File: config.mk
export PLATFORM = sky130hd
export DESIGN_NAME = tdm_frame_timer
export DESIGN_NICKNAME = d
export VERILOG_FILES = /design/src/rtl/tdm_ft_pkg.sv /design/src/rtl/tdm_ft_sync.sv /design/src/rtl/tdm_ft_dir.sv /design/src/rtl/tdm_frame_timer.sv
export SDC_FILE = /design/constraint.sdc
export NUM_CORES = 1
export LEC_CHECK = 0
export BUFFER_PORTS_ARGS = -buffer_cell sky130_fd_sc_hd__buf_2
export CAP_MARGIN = 20
export CORE_ASPECT_RATIO = 1.4
export CORE_MARGIN = 1
export CORE_UTILIZATION = 40
export DETAILED_ROUTE_END_ITERATION = 8
export HOLD_SLACK_MARGIN = 0.08
export RECOVER_POWER = 50
export SYNTH_ARGS = -nofsm -noshare
export SYNTH_HDL_FRONTEND = slang
export SYNTH_SLANG_ARGS = --single-unit
File: constraint.sdc
create_clock -name clk -period 2.2 [get_ports clk]
set_input_delay 0.44 -clock clk [delete_from_list [all_inputs] [get_ports clk]]
set_output_delay 0.44 -clock clk [all_outputs]
set_load 0.01 [all_outputs]
File: src/rtl/tdm_ft_pkg.sv
package tdm_ft_pkg;
    localparam int MAX_OCTETS = 64;
    localparam int OCT_W      = $clog2(MAX_OCTETS);
    localparam int DLY_W      = 2;

    typedef struct packed {
        logic launch_fall;
        logic fs_on_rise;
        logic fs_low;
        logic dbl;
    } edge_cfg_t;
endpackage

File: src/rtl/tdm_ft_sync.sv
module tdm_ft_sync #(
    parameter int W = 4
) (
    input  logic         clk,
    input  logic         rst_n,
    input  logic [W-1:0] pins,
    output logic [W-1:0] cur,
    output logic [W-1:0] prev
);
    typedef struct packed {
        logic [W-1:0] meta;
        logic [W-1:0] stab;
        logic [W-1:0] old;
    } sync_t;

    sync_t s_d, s_q;

    always_comb begin
        s_d.meta = pins;
        s_d.stab = s_q.meta;
        s_d.old  = s_q.stab;
    end

    always_ff @(posedge clk or negedge rst_n) begin
        if (!rst_n) s_q <= '0;
        else        s_q <= s_d;
    end

    assign cur  = s_q.stab;
    assign prev = s_q.old;
endmodule

File: src/rtl/tdm_ft_dir.sv
module tdm_ft_dir
    import tdm_ft_pkg::*;
#(
    parameter int OCT_W_P = OCT_W
) (
    input  logic                 clk,
    input  logic                 rst_n,
    input  logic                 ck_cur,
    input  logic                 ck_prev,
    input  logic                 fs_lvl,
    input  edge_cfg_t            cfg,
    input  logic [DLY_W-1:0]     delay,
    input  logic [OCT_W_P-1:0]   octets_m1,
    output logic                 sample,
    output logic                 launch,
    output logic                 start,
    output logic [OCT_W_P+2:0]   bit_cnt
);
    localparam int CNT_W = OCT_W_P + 3;

    typedef struct packed {
        logic             half;
        logic             pend;
        logic [DLY_W-1:0] remain;
        logic [CNT_W-1:0] cnt;
        logic             sample;
        logic             launch;
        logic             start;
    } dir_t;

    dir_t st_d, st_q;

    logic             rise, fall, launch_edge, samp_edge, fs_edge, fs_det;
    logic             do_launch, do_samp;
    logic [CNT_W-1:0] last_bit;

    always_comb begin
        rise        = ck_cur & ~ck_prev;
        fall        = ~ck_cur & ck_prev;
        launch_edge = cfg.launch_fall ? fall : rise;
        samp_edge   = cfg.launch_fall ? rise : fall;
        fs_edge     = cfg.fs_on_rise ? rise : fall;
        fs_det      = fs_edge & (fs_lvl ^ cfg.fs_low);
        do_launch   = launch_edge & (~cfg.dbl | ~st_q.half);
        do_samp     = samp_edge & (~cfg.dbl | st_q.half);
        last_bit    = {octets_m1, 3'b111};

        st_d        = st_q;
        st_d.launch = do_launch;
        st_d.sample = do_samp;
        st_d.start  = 1'b0;

        if (cfg.dbl) begin
            if (launch_edge) st_d.half = ~st_q.half;
        end else begin
            st_d.half = 1'b0;
        end

        if (do_samp) begin
            if (st_q.pend && st_q.remain == '0) begin
                st_d.start = 1'b1;
                st_d.cnt   = '0;
                st_d.pend  = 1'b0;
            end else begin
                st_d.cnt = (st_q.cnt == last_bit) ? '0 : st_q.cnt + 1'b1;
                if (st_q.pend) st_d.remain = st_q.remain - 1'b1;
            end
        end

        if (fs_det) begin
            st_d.pend   = 1'b1;
            st_d.remain = delay;
            st_d.half   = 1'b0;
        end
    end

    always_ff @(posedge clk or negedge rst_n) begin
        if (!rst_n) st_q <= '0;
        else        st_q <= st_d;
    end

    assign sample  = st_q.sample;
    assign launch  = st_q.launch;
    assign start   = st_q.start;
    assign bit_cnt = st_q.cnt;
endmodule

File: src/rtl/tdm_frame_timer.sv
module tdm_frame_timer
    import tdm_ft_pkg::*;
#(
    parameter int OCT_W_P = OCT_W,
    localparam int CNT_W  = OCT_W_P + 3
) (
    input  logic               clk,
    input  logic               rst_n,
    input  logic               cfg_shared_pins,
    input  logic               cfg_launch_on_fall,
    input  logic               cfg_fs_on_rise,
    input  logic               cfg_fs_active_low,
    input  logic               cfg_double_rate,
    input  logic [1:0]         cfg_rx_fs_delay,
    input  logic [1:0]         cfg_tx_fs_delay,
    input  logic [OCT_W_P-1:0] cfg_frame_octets_m1,
    input  logic               rx_tdm_clk,
    input  logic               rx_tdm_fs,
    input  logic               tx_tdm_clk,
    input  logic               tx_tdm_fs,
    output logic               rx_sample,
    output logic               rx_launch,
    output logic               rx_frame_start,
    output logic [CNT_W-1:0]   rx_bit_cnt,
    output logic               tx_sample,
    output logic               tx_launch,
    output logic               tx_frame_start,
    output logic [CNT_W-1:0]   tx_bit_cnt
);
    localparam int NDIR = 2;

    logic [3:0]             pin_cur, pin_prev;
    logic [NDIR-1:0]        d_cur, d_prev, d_fs;
    logic [NDIR-1:0][1:0]   d_dly;
    logic [NDIR-1:0]        o_samp, o_launch, o_start;
    logic [NDIR-1:0][CNT_W-1:0] o_cnt;
    edge_cfg_t              ecfg;

    tdm_ft_sync #(.W(4)) u_sync (
        .clk   (clk),
        .rst_n (rst_n),
        .pins  ({tx_tdm_fs, tx_tdm_clk, rx_tdm_fs, rx_tdm_clk}),
        .cur   (pin_cur),
        .prev  (pin_prev)
    );

    always_comb begin
        ecfg.launch_fall = cfg_launch_on_fall;
        ecfg.fs_on_rise  = cfg_fs_on_rise;
        ecfg.fs_low      = cfg_fs_active_low;
        ecfg.dbl         = cfg_double_rate;
        d_cur[0]  = pin_cur[0];
        d_prev[0] = pin_prev[0];
        d_fs[0]   = pin_cur[1];
        d_cur[1]  = cfg_shared_pins ? pin_cur[0]  : pin_cur[2];
        d_prev[1] = cfg_shared_pins ? pin_prev[0] : pin_prev[2];
        d_fs[1]   = cfg_shared_pins ? pin_cur[1]  : pin_cur[3];
        d_dly[0]  = cfg_rx_fs_delay;
        d_dly[1]  = cfg_tx_fs_delay;
    end

    for (genvar g = 0; g < NDIR; g++) begin : g_dir
        tdm_ft_dir #(.OCT_W_P(OCT_W_P)) u_dir (
            .clk       (clk),
            .rst_n     (rst_n),
            .ck_cur    (d_cur[g]),
            .ck_prev   (d_prev[g]),
            .fs_lvl    (d_fs[g]),
            .cfg       (ecfg),
            .delay     (d_dly[g]),
            .octets_m1 (cfg_frame_octets_m1),
            .sample    (o_samp[g]),
            .launch    (o_launch[g]),
            .start     (o_start[g]),
            .bit_cnt   (o_cnt[g])
        );
    end

    assign rx_sample      = o_samp[0];
    assign rx_launch      = o_launch[0];
    assign rx_frame_start = o_start[0];
    assign rx_bit_cnt     = o_cnt[0];
    assign tx_sample      = o_samp[1];
    assign tx_launch      = o_launch[1];
    assign tx_frame_start = o_start[1];
    assign tx_bit_cnt     = o_cnt[1];
endmodule

==> flow_summary.yaml, run 1 <==
yosys:
  synth-compound-area-share_pct: 9.42
  synth_fp_nets: 240
  synth_top_area_share_pct: 47.4
  seq_area_frac_synth_pct: 47.4
  postSynthAreaPerCell_um2: 10.3
  synth_xor_area_share_pct: 9.88
  synth_adder_area_share_pct: 2.26
  ys_seq_elements: 42
  synthArstFlopShare_pct: 100
  synthTopCellsByArea: "dfrtp_1 (47%), buf_4 (6.1%), xor2_1 (5.1%)"
  ys_types: 40
  synth_mux_area_share_pct: 3.89
  synth_ff_type: "dfrtp_1"
  synth.most_common_cell: "dfrtp_1"
  yosys.area_share.simple_pct: 19.4
  ys_top_cells_by_count: "dfrtp_1 (42), buf_4 (18), nor2_1 (18)"
  syn-cell-area_mm2: 0.00222
  synth_edf_count: 0
  synth_top_area_cell: "dfrtp_1"
  synth_top_family_by_area: "simple AND/OR/NAND/NOR gates"
  synth_cells: 215
  ys_warn_count: 0
timing:
  report.final.hold_viol_count: 0
  period_share_pct: 94.3
  slew_viol_final: 0
  finalClockSkew_ns: 0.00776
  setup_viol: 0
  tns_ns: 0
  worstMarginPinSlew_ns: 1.05
  maxSlewHeadroom_pct: 29.8
  rsz0062_at_grt: "no"
  min_period_ns: 2.07
  fmax_mhz: 482
detailed_routing:
  drc_errors: 0
  routed.top_layer: "met4"
  dr.pass1.iters: 4
  dr_total_vias: 1600
  drt-initial-drc-count: 81
  routedWlPerCell_um: 13.2
  viasPerCell: 5.00
  wl_met1_mm: 1.93
  wl_met2_mm: 2.02
  ant_nets: 0
  met3_length_um: 184
  drt_wl_total_mm: 4.23
setup_path:
  start_kind: "flip-flop"
  crit_chain: "ha_1, nand2_1, or4_4, o41ai_4, buf_4, nor2_4, a221o_1"
  max_stage_delay_ns: 0.44
  path_max_fanout: 8
  crit_buf_inv: 1
  worst_setup_path_end_kind: "flip-flop"
  critPathTopFamily: "simple AND/OR/NAND/NOR gates"
  cp.arrival_ns: 2.26
  crit_required_ns: 2.38
  path_class: "reg -> reg"
  crit_slowest_cell: "or4_4"
floorplan:
  dieArea_mm2: 0.00585
  die_h_um: 90.1
  pin_count: 45
  die_w_um: 64.9
  rows: 31
  core-area_mm2: 0.00524
  start_util_pct: 42.3
cts:
  clkTransAtPathRegs_ns: 0.08
  cts_hold_buf: 0
  clkLatencyLatePin_ns: 0.30
  h-tree-depth: 2
  post_cts_buffers: 0
  root_buffer: "clkbuf_8"
  clock-sinks: 42
  cts_tree: "built"
  cts_made_buffers: 5
  cts_resized: 0
  clockBufferDepth: 2
power:
  pwr-share-clk_pct: 29.5
  p_int_mw: 1.71
  switching_share_pct: 31.3
  leakage_nw: 1.29
  comb_power_share_pct: 27.7
  p_sw_mw: 0.777
  power_frac_seq_pct: 42.8
  peakVddDrop_mv: 0.409
  powerDensity_mw_per_mm2: 968
grt:
  track_usage_pct: 16.1
  grt_pass1_vias: 1573
  grt_max_degree: 43
  grt_pass1_wl_mm: 7.38
  grt_antenna_before_repair: 0
  grt_overflow: 0
cells_and_area:
  drive_gt1_share_pct: 27.6
  area_growth_pct: 15.7
  num-fill-cells: 521
  fin_nets: 278
  fin_util_pct: 49.0
  antenna_cells: 0
min_path:
  hp-class: "in -> reg"
placement:
  globalplace.congestion: 0.753
  port-buffer-count: 44
  place_hpwl_mm: 3.02
flow_run:
  maxCapViolCount: 0
run_status:
  status: "finished, final reports clean"
==> worst paths after layout <==
check	start	endpoint	slack, ns	cells past startpoint
min in group asynchronous	rst_n	g_dir[0].u_dir.st_q[12]	0.41	2
max in group asynchronous	rst_n	g_dir[1].u_dir.bit_cnt[4]	1.15	2
max reg2reg	g_dir[1].u_dir.bit_cnt[0]	g_dir[1].u_dir.bit_cnt[5]	0.13	7
min reg2reg	u_sync.s_d[4]	u_sync.cur[0]	0.35	0
min	rx_tdm_fs	u_sync.s_d[5]	0.24	1
max	g_dir[1].u_dir.bit_cnt[0]	g_dir[1].u_dir.bit_cnt[5]	0.13	7
==> cell usage in the layout (no fill, tap or decap), types with 2 or more instances in the layout <==
| cell | n |
|---|---|
| a21o_1 | 2 |
| a21oi_1 | 5 |
| a22o_1 | 5 |
| and3_1 | 5 |
| and3b_1 | 3 |
| buf_2 | 44 |
| buf_4 | 6 |
| bufinv_16 | 2 |
| clkbuf_8 | 5 |
| dfrtp_1 | 42 |
| ha_1 | 4 |
| inv_1 | 7 |
| mux2_2 | 5 |
| mux2i_1 | 3 |
| nand2_1 | 17 |
| nand2b_1 | 2 |
| nand3_1 | 10 |
| nand3b_1 | 2 |
| nand4_1 | 4 |
| nor2_1 | 18 |
| nor2b_1 | 5 |
| nor3_1 | 5 |
| nor3b_1 | 2 |
| nor4_1 | 2 |
| o21ai_0 | 3 |
| o21ai_1 | 5 |
| xnor2_1 | 12 |
| xor2_1 | 13 |
==> power by group through the flow <==
stage | Clock (mW) | Combinational, mW | Sequential (mW)
floorplan | 0 | 0.558 | 1.05
global placement | 0 | 0.686 | 1.07
detailed placement | 0 | 0.699 | 1.08
CTS | 0.755 | 0.704 | 1.06
global route | 0.783 | 0.782 | 1.09
finish | 0.732 | 0.688 | 1.06
==> through the flow <==
| step | total power [mW] | worst slack, ns | cell area (um2) | hold slack (ns) | cells |
|---|---|---|---|---|---|
| floorplan | 1.61 | 0.183 | 2220 | 0.144 | 215 |
| global placement | 1.76 | 0.0818 | 2430 | 0.332 | 312 |
| detailed placement | 1.78 | 0.0622 | 2430 | 0.336 | 312 |
| CTS | 2.52 | 0.110 | 2570 | 0.217 | 320 |
| global route | 2.65 | 0.00149 | 2560 | 0.225 | 320 |
| finish | 2.48 | 0.125 | 2560 | 0.240 | 320 |
==> cell type report <==
class,instances,area (um2),share of cell area (%)
inverters,8,30.0,1.17
clock inverters,3,68.8,2.68
clock buffers,5,68.8,2.68
well taps,66,82.6,3.22
flip-flops and latches,42,1050,41.0
multi-input cells,145,993,38.7
repair buffers,51,270,10.5
==> flip-flops by register name (all words and copies together) (netlist names) <==
register,cells
g_dir.u_dir.start,2
g_dir.u_dir.bit_cnt,18
u_sync.s_d,4
u_sync.cur,4
u_sync.prev,2
g_dir.u_dir.sample,2
g_dir.u_dir.st_q,8
g_dir.u_dir.launch,2
==> worst reg2reg max path, delay by kind of cell, from the launching register on <==
kind | cells | cell delay, ns
buf+inv | 1 | 0.21
flops | 1 | 0.40
compound gates | 2 | 0.49
simple gates | 3 | 0.63
fa+ha+maj | 1 | 0.23
==> routing by layer <==
layer | track usage [%] | up-vias
met1 | 19.2 | 752
met2 | 26.5 | 43
met4 | 7.22 | 0
met5 | 0 | -
met3 | 4.31 | 8
li1 | - | 797
==> logic make-up (layout without fill, tap and decap cells) <==
kind of cell               after synthesis  in the layout
AOI/OAI and AO/OA                       27             27
buffers and inverters                   28             67
and+or+nand+nor                         81             81
DFF                                     42             42
muxes                                    8              8
xor gates and xnor gates                25             25
adders and majority gates                4              4
No activity file was read; power rests on OpenSTA's default activity.
==> run 2: changes to the inputs <==
- clock period: 2.2 -> 1.7 ns (I/O delays scaled with it)
==> run 2 against run 1 <==
Effect of this change:
- the run now ends with setup timing left
- total power increased by 26%
- non-clock buffer count increased by 33
- count of clock-buffer cells in the layout increased by 1
- design area increased by 11%
- largest cell class is now multi-input gates
==> flow_summary.yaml, run 2 (synthesis gave the netlist of run 1 again) <==
cells_and_area:
  num-fill-cells: 503
  layout_commonest_cell: "buf_2"
  multiInputGateArea_mm2: 0.00106
  largest_reg_flops: 18
  drive_gt1_share_pct: 36.9
  design_area_mm2: 0.00285
  area_growth_pct: 28.5
  regArea_mm2: 0.00105
  stdcell_count: 353
  mostFrequentLayoutCells: "buf_2 (43), dfrtp_1 (42), buf_4 (33)"
  fin_nets: 311
  antenna_cells: 0
setup_path:
  crit_chain: "xor2_1, or4_4, o41ai_4, buf_6, nor2_4, a221o_1"
  path_max_fanout: 8
  critPathTopFamily: "simple AND/OR/NAND/NOR gates"
  crit_required_ns: 1.88
  reg2reg_from: "g_dir[1].u_dir.bit_cnt[7]"
  rrSetupSlack_ns: -0.29
  crit_slowest_cell: "or4_4"
  reg2reg_to: "g_dir[1].u_dir.bit_cnt[5]"
  start_kind: "flip-flop"
  path_class: "reg -> reg"
  cp.arrival_ns: 2.17
  worst_setup_path_end_kind: "flip-flop"
  reg2regPathDepth: 6
  max_stage_delay_ns: 0.56
  crit_buf_inv: 1
cts:
  h-tree-depth: 2
  cts_tree: "built"
  clkTransAtPathRegs_ns: 0.08
  cts_made_buffers: 5
  clkLatencyLatePin_ns: 0.30
  clock-sinks: 42
  clockBufferDepth: 2
  root_buffer: "clkbuf_8"
power:
  power_frac_seq_pct: 42.0
  p_sw_mw: 1.06
  peakVddDrop_mv: 0.623
  powerDensity_mw_per_mm2: 1100
  switching_share_pct: 33.6
  power.total_mw: 3.14
  leakage_nw: 1.49
  pwr-share-clk_pct: 20.2
  comb_power_share_pct: 37.8
  p_int_mw: 2.09
detailed_routing:
  ant_nets: 0
  dr.pass1.iters: 4
  drt-initial-drc-count: 42
  dr_total_vias: 1762
  drc_errors: 0
  routedWlPerCell_um: 13.3
  viasPerCell: 4.99
  drt_wl_total_mm: 4.69
min_path:
  hold_depth: 1
  hold_end: "u_sync.s_d[7]"
  worstHoldStart: "tx_tdm_fs"
  hp-class: "in -> reg"
placement:
  port-buffer-count: 44
  globalplace.congestion: 0.818
  place_hpwl_mm: 3.55
  post_dp_cell_area_mm2: 0.00266
  place_inst: 340
run_status:
  status: "finished, violations left"
  failed_checks: "setup timing"
timing:
  fmax_mhz: 502
  maxSlewHeadroom_pct: 32.0
  rsz0062_at_grt: "yes"
  slew_viol_final: 0
  finalClockSkew_ns: 0.00750
  setup_viol: 10
  period_share_pct: 117
  worstMarginPinSlew_ns: 1.02
  report.final.hold_viol_count: 0
  timing.final.ws_setup_ns: -0.291
  min_period_ns: 1.99
floorplan:
  start_util_pct: 42.3
  pin_count: 45
  rows: 31
  core-area_mm2: 0.00524
  dieArea_mm2: 0.00585
  die_h_um: 90.1
  die_w_um: 64.9
grt:
  track_usage_pct: 18.2
  grt_pass1_vias: 1848
  grt_overflow: 0
  grt_antenna_before_repair: 0
  grt_max_degree: 25
  grt_pass1_wl_mm: 8.20
flow_run:
  maxCapViolCount: 0
-- run 2: changes by cell type in the layout (fill, tap and decap cells not counted), moves of 2 or more --
cell       before  now
mux2_4          0    2
buf_6           0    4
nor3_1          5    3
mux2_2          5    3
bufinv_16       2    0
buf_4           6   33
clkbuf_1        0    4
nor3_4          0    2
-- run 2: power by group through the flow --
stage	sequential (mW)	clock [mW]	combinational [mW]
detailed placement	1.34	0	1.12
finish	1.32	0.635	1.19
global route	1.35	0.708	1.34
floorplan	1.36	0	0.727
CTS	1.32	0.660	1.18
global placement	1.33	0	1.10
-- run 2: final cells by class --
cell class,instances,area share (%)
Inverter,8,1.23
Timing Repair Buffer,84,18.6
Clock inverter,2,0.483
Multi-Input combinational cell,145,37.4
Sequential cell,42,36.9
Tap cell,66,2.90
Clock buffer,6,2.55
-- run 2: worst max-delay path by stage --
stage | startpoint | end | slack [ns] | cells after the start
floorplan | g_dir[1].u_dir.bit_cnt[7] | g_dir[1].u_dir.bit_cnt[5] | -0.30 | 5
global placement | cfg_frame_octets_m1[4] | g_dir[1].u_dir.bit_cnt[5] | -0.34 | 7
detailed placement | cfg_frame_octets_m1[4] | g_dir[1].u_dir.bit_cnt[5] | -0.37 | 7
CTS | g_dir[1].u_dir.bit_cnt[7] | g_dir[1].u_dir.bit_cnt[5] | -0.29 | 6
global route | g_dir[1].u_dir.bit_cnt[7] | g_dir[1].u_dir.bit_cnt[5] | -0.35 | 6
finish | g_dir[1].u_dir.bit_cnt[7] | g_dir[1].u_dir.bit_cnt[5] | -0.29 | 6
-- run 2: worst reg2reg max path, stage by stage (launching register included) --
cell	delay (ns)
dfrtp_1	0.41
xor2_1	0.15
or4_4	0.56
o41ai_4	0.23
buf_6	0.18
nor2_4	0.06
a221o_1	0.28
-- run 2: what timing repair did --
action,4_1_cts,5_1_grt
buffers inserted,1,3
resized for setup,8,10
setup endpoints to repair,14,16
hold buffers,1,0
pin swaps,7,7
endpoints found under the hold margin,18,0
-- run 2: metrics by stage --
step	setup TNS (ns)	setup slack, ns	hold WS (ns)	util [%]
3_3_place_gp	-3.43	-0.337	0.310	50.9
3_5_place_dp	-3.81	-0.369	0.313	50.9
6_report	-1.80	-0.291	0.147	54.4
5_1_grt	-3.31	-0.351	0.128	54.4
4_1_cts	-1.88	-0.290	0.134	53.5
2_1_floorplan	-2.08	-0.297	0.0444	-
-- run 2: per-layer routing --
| layer | track usage (%) | vias up | wire length [um] |
|---|---|---|---|
| met4 | 6.30 | 0 | 95 |
| met1 | 20.2 | 852 | 1990 |
| met5 | 0 | - | 0 |
| met3 | 3.93 | 8 | 140 |
| li1 | - | 869 | - |
| met2 | 33.1 | 33 | 2470 |
==> run 3: changes to the inputs <==
- BUFFER_PORTS_ARGS: -buffer_cell sky130_fd_sc_hd__buf_2 -> -buffer_cell sky130_fd_sc_hd__buf_4
==> run 3 against run 2 <==
Effect of this change:
- the run still ends with setup timing left
- clock power increased by 3%
- die area unchanged
- first-iteration DRC count increased by 76%
- count of clock-buffer cells in the layout did not move
- global-route usage shrank 0.76 points
- non-clock buffer count is 1 lower
- via count fell by 0.79%
- critical path depth did not move
- largest power group unchanged
==> flow_summary.yaml, run 3 (synthesis gave the netlist of run 1 again) <==
run_status:
  status: "finished, violations left"
  failed_checks: "setup timing"
placement:
  place_hpwl_mm: 3.37
  dp_slack_ns: -0.356
  place_inst: 339
  port-buffer-count: 44
  globalplace.congestion: 0.743
detailed_routing:
  drt-initial-drc-count: 74
  dr_total_vias: 1748
  routedWlPerCell_um: 13.2
  ant_nets: 0
  dr.pass1.iters: 4
  drc_errors: 0
  viasPerCell: 4.97
  drt_wl_total_mm: 4.65
cells_and_area:
  antenna_cells: 0
  area_growth_pct: 33.1
  stdcell_count: 352
  layout_commonest_cell: "buf_4"
  fin_nets: 310
  drive_gt1_share_pct: 37.1
  largest_reg_flops: 18
  mostFrequentLayoutCells: "buf_4 (71), dfrtp_1 (42), nor2_1 (17), nand2_1 (17), xor2_1 (13)"
floorplan:
  dieArea_mm2: 0.00585
  start_util_pct: 42.3
  core-area_mm2: 0.00524
  die_h_um: 90.1
  rows: 31
  pin_count: 45
  die_w_um: 64.9
timing:
  worstMarginPinSlew_ns: 1.03
  slew_viol_final: 0
  setup_viol: 10
  maxSlewHeadroom_pct: 31.0
  timing.final.ws_setup_ns: -0.271
  period_share_pct: 116
  min_period_ns: 1.97
  rsz0062_at_grt: "yes"
  report.final.hold_viol_count: 0
  fmax_mhz: 507
  finalClockSkew_ns: 0.0107
  hold_slack_ns: 0.163
setup_path:
  crit_buf_inv: 1
  reg2regPathDepth: 6
  reg2reg_to: "g_dir[1].u_dir.bit_cnt[5]"
  reg2reg_from: "g_dir[1].u_dir.bit_cnt[7]"
  max_stage_delay_ns: 0.55
  crit_chain: "xor2_1, or4_4, o41ai_4, buf_6, nor2_4, a221o_1"
  path_class: "reg -> reg"
  start_kind: "flip-flop"
  path_max_fanout: 8
  critPathTopFamily: "simple AND/OR/NAND/NOR gates"
  worst_setup_path_end_kind: "flip-flop"
  crit_required_ns: 1.88
  cp.arrival_ns: 2.15
  crit_slowest_cell: "or4_4"
  rrSetupSlack_ns: -0.27
grt:
  grt_pass1_wl_mm: 7.76
  grt_overflow: 0
  grt_pass1_vias: 1692
  grt_max_degree: 43
  grt_antenna_before_repair: 0
  track_usage_pct: 17.5
cts:
  cts_made_buffers: 5
  root_buffer: "clkbuf_8"
  clockBufferDepth: 2
  clkLatencyLatePin_ns: 0.30
  cts_tree: "built"
  h-tree-depth: 2
  clock-sinks: 42
  clkTransAtPathRegs_ns: 0.08
min_path:
  hp-class: "in -> reg"
  hold_depth: 1
  worstHoldStart: "tx_tdm_clk"
  hold_end: "u_sync.s_d[6]"
power:
  powerDensity_mw_per_mm2: 1100
  peakVddDrop_mv: 0.495
  leakage_nw: 1.50
flow_run:
  maxCapViolCount: 0
-- run 3: cell types whose count changed in the layout (fill, tap and decap cells not counted), sizes merged --
cell,before,now
buf,80,75
clkbuf,9,13
-- run 3: worst max-delay path by stage --
stage,from,endpoint,depth (start not counted)
final,g_dir[1].u_dir.bit_cnt[7],g_dir[1].u_dir.bit_cnt[5],6
after global routing,g_dir[1].u_dir.bit_cnt[7],g_dir[1].u_dir.bit_cnt[5],6
after CTS,g_dir[1].u_dir.bit_cnt[7],g_dir[1].u_dir.bit_cnt[5],6
after detailed placement,cfg_frame_octets_m1[4],g_dir[1].u_dir.bit_cnt[5],7
after global placement,cfg_frame_octets_m1[4],g_dir[1].u_dir.bit_cnt[5],7
after floorplan,g_dir[1].u_dir.bit_cnt[7],g_dir[1].u_dir.bit_cnt[5],5
-- run 3: per-layer routing --
metal / up-vias / share of wire, % / global-route usage, %
met1: 836 / 42 / 20.5
met3: 11 / 3.8 / 4.57
met4: 0 / 2.5 / 7.96
met5: - / 0 / 0
li1: 861 / - / -
met2: 40 / 52 / 29.1
-- run 3: layout make-up --
type                       instances  area (um2)
tap                               66        82.6
clock buffer                       6        72.6
timing repair buffer              83         631
multi-input combinational        145        1060
clock inverter                     2        13.8
sequential                        42        1050
inverter                           8        35.0
fill                             509        2290
-- run 3: what timing repair did --
| action | 4_1_cts | 5_1_grt |
|---|---|---|
| pin swaps | 6 | 11 |
| setup buffers | 2 | 2 |
| hold buffers | 1 | 0 |
| hold endpoints to repair | 42 | 0 |
| gates resized for setup | 6 | 13 |
| setup endpoints to repair | 17 | 20 |
-- run 3: where the power goes --
group	total (mW)	internal, mW	switching (mW)
registers	1.30	1.19	0.116
clock network	0.652	0.290	0.362
logic	1.28	0.690	0.594
total	3.24	2.17	1.07
-- run 3: worst register-to-register path, cell delays in order, from the launching register on --
cell and delay, ns:
dfrtp_1 0.40, xor2_1 0.15, or4_4 0.55, o41ai_4 0.23, buf_6 0.18, nor2_4 0.06
a221o_1 0.29
-- run 3: metrics by stage --
stage	utilization [%]	total power [mW]	TNS [ns]	instance area [um2]
4_1_cts	55.2	3.23	-1.62	2890
3_5_place_dp	52.6	2.54	-3.85	2750
2_1_floorplan	-	2.09	-2.08	2240
5_1_grt	56.3	3.47	-2.97	2950
3_3_place_gp	52.6	2.51	-3.77	2750
6_report	56.3	3.24	-1.75	2950
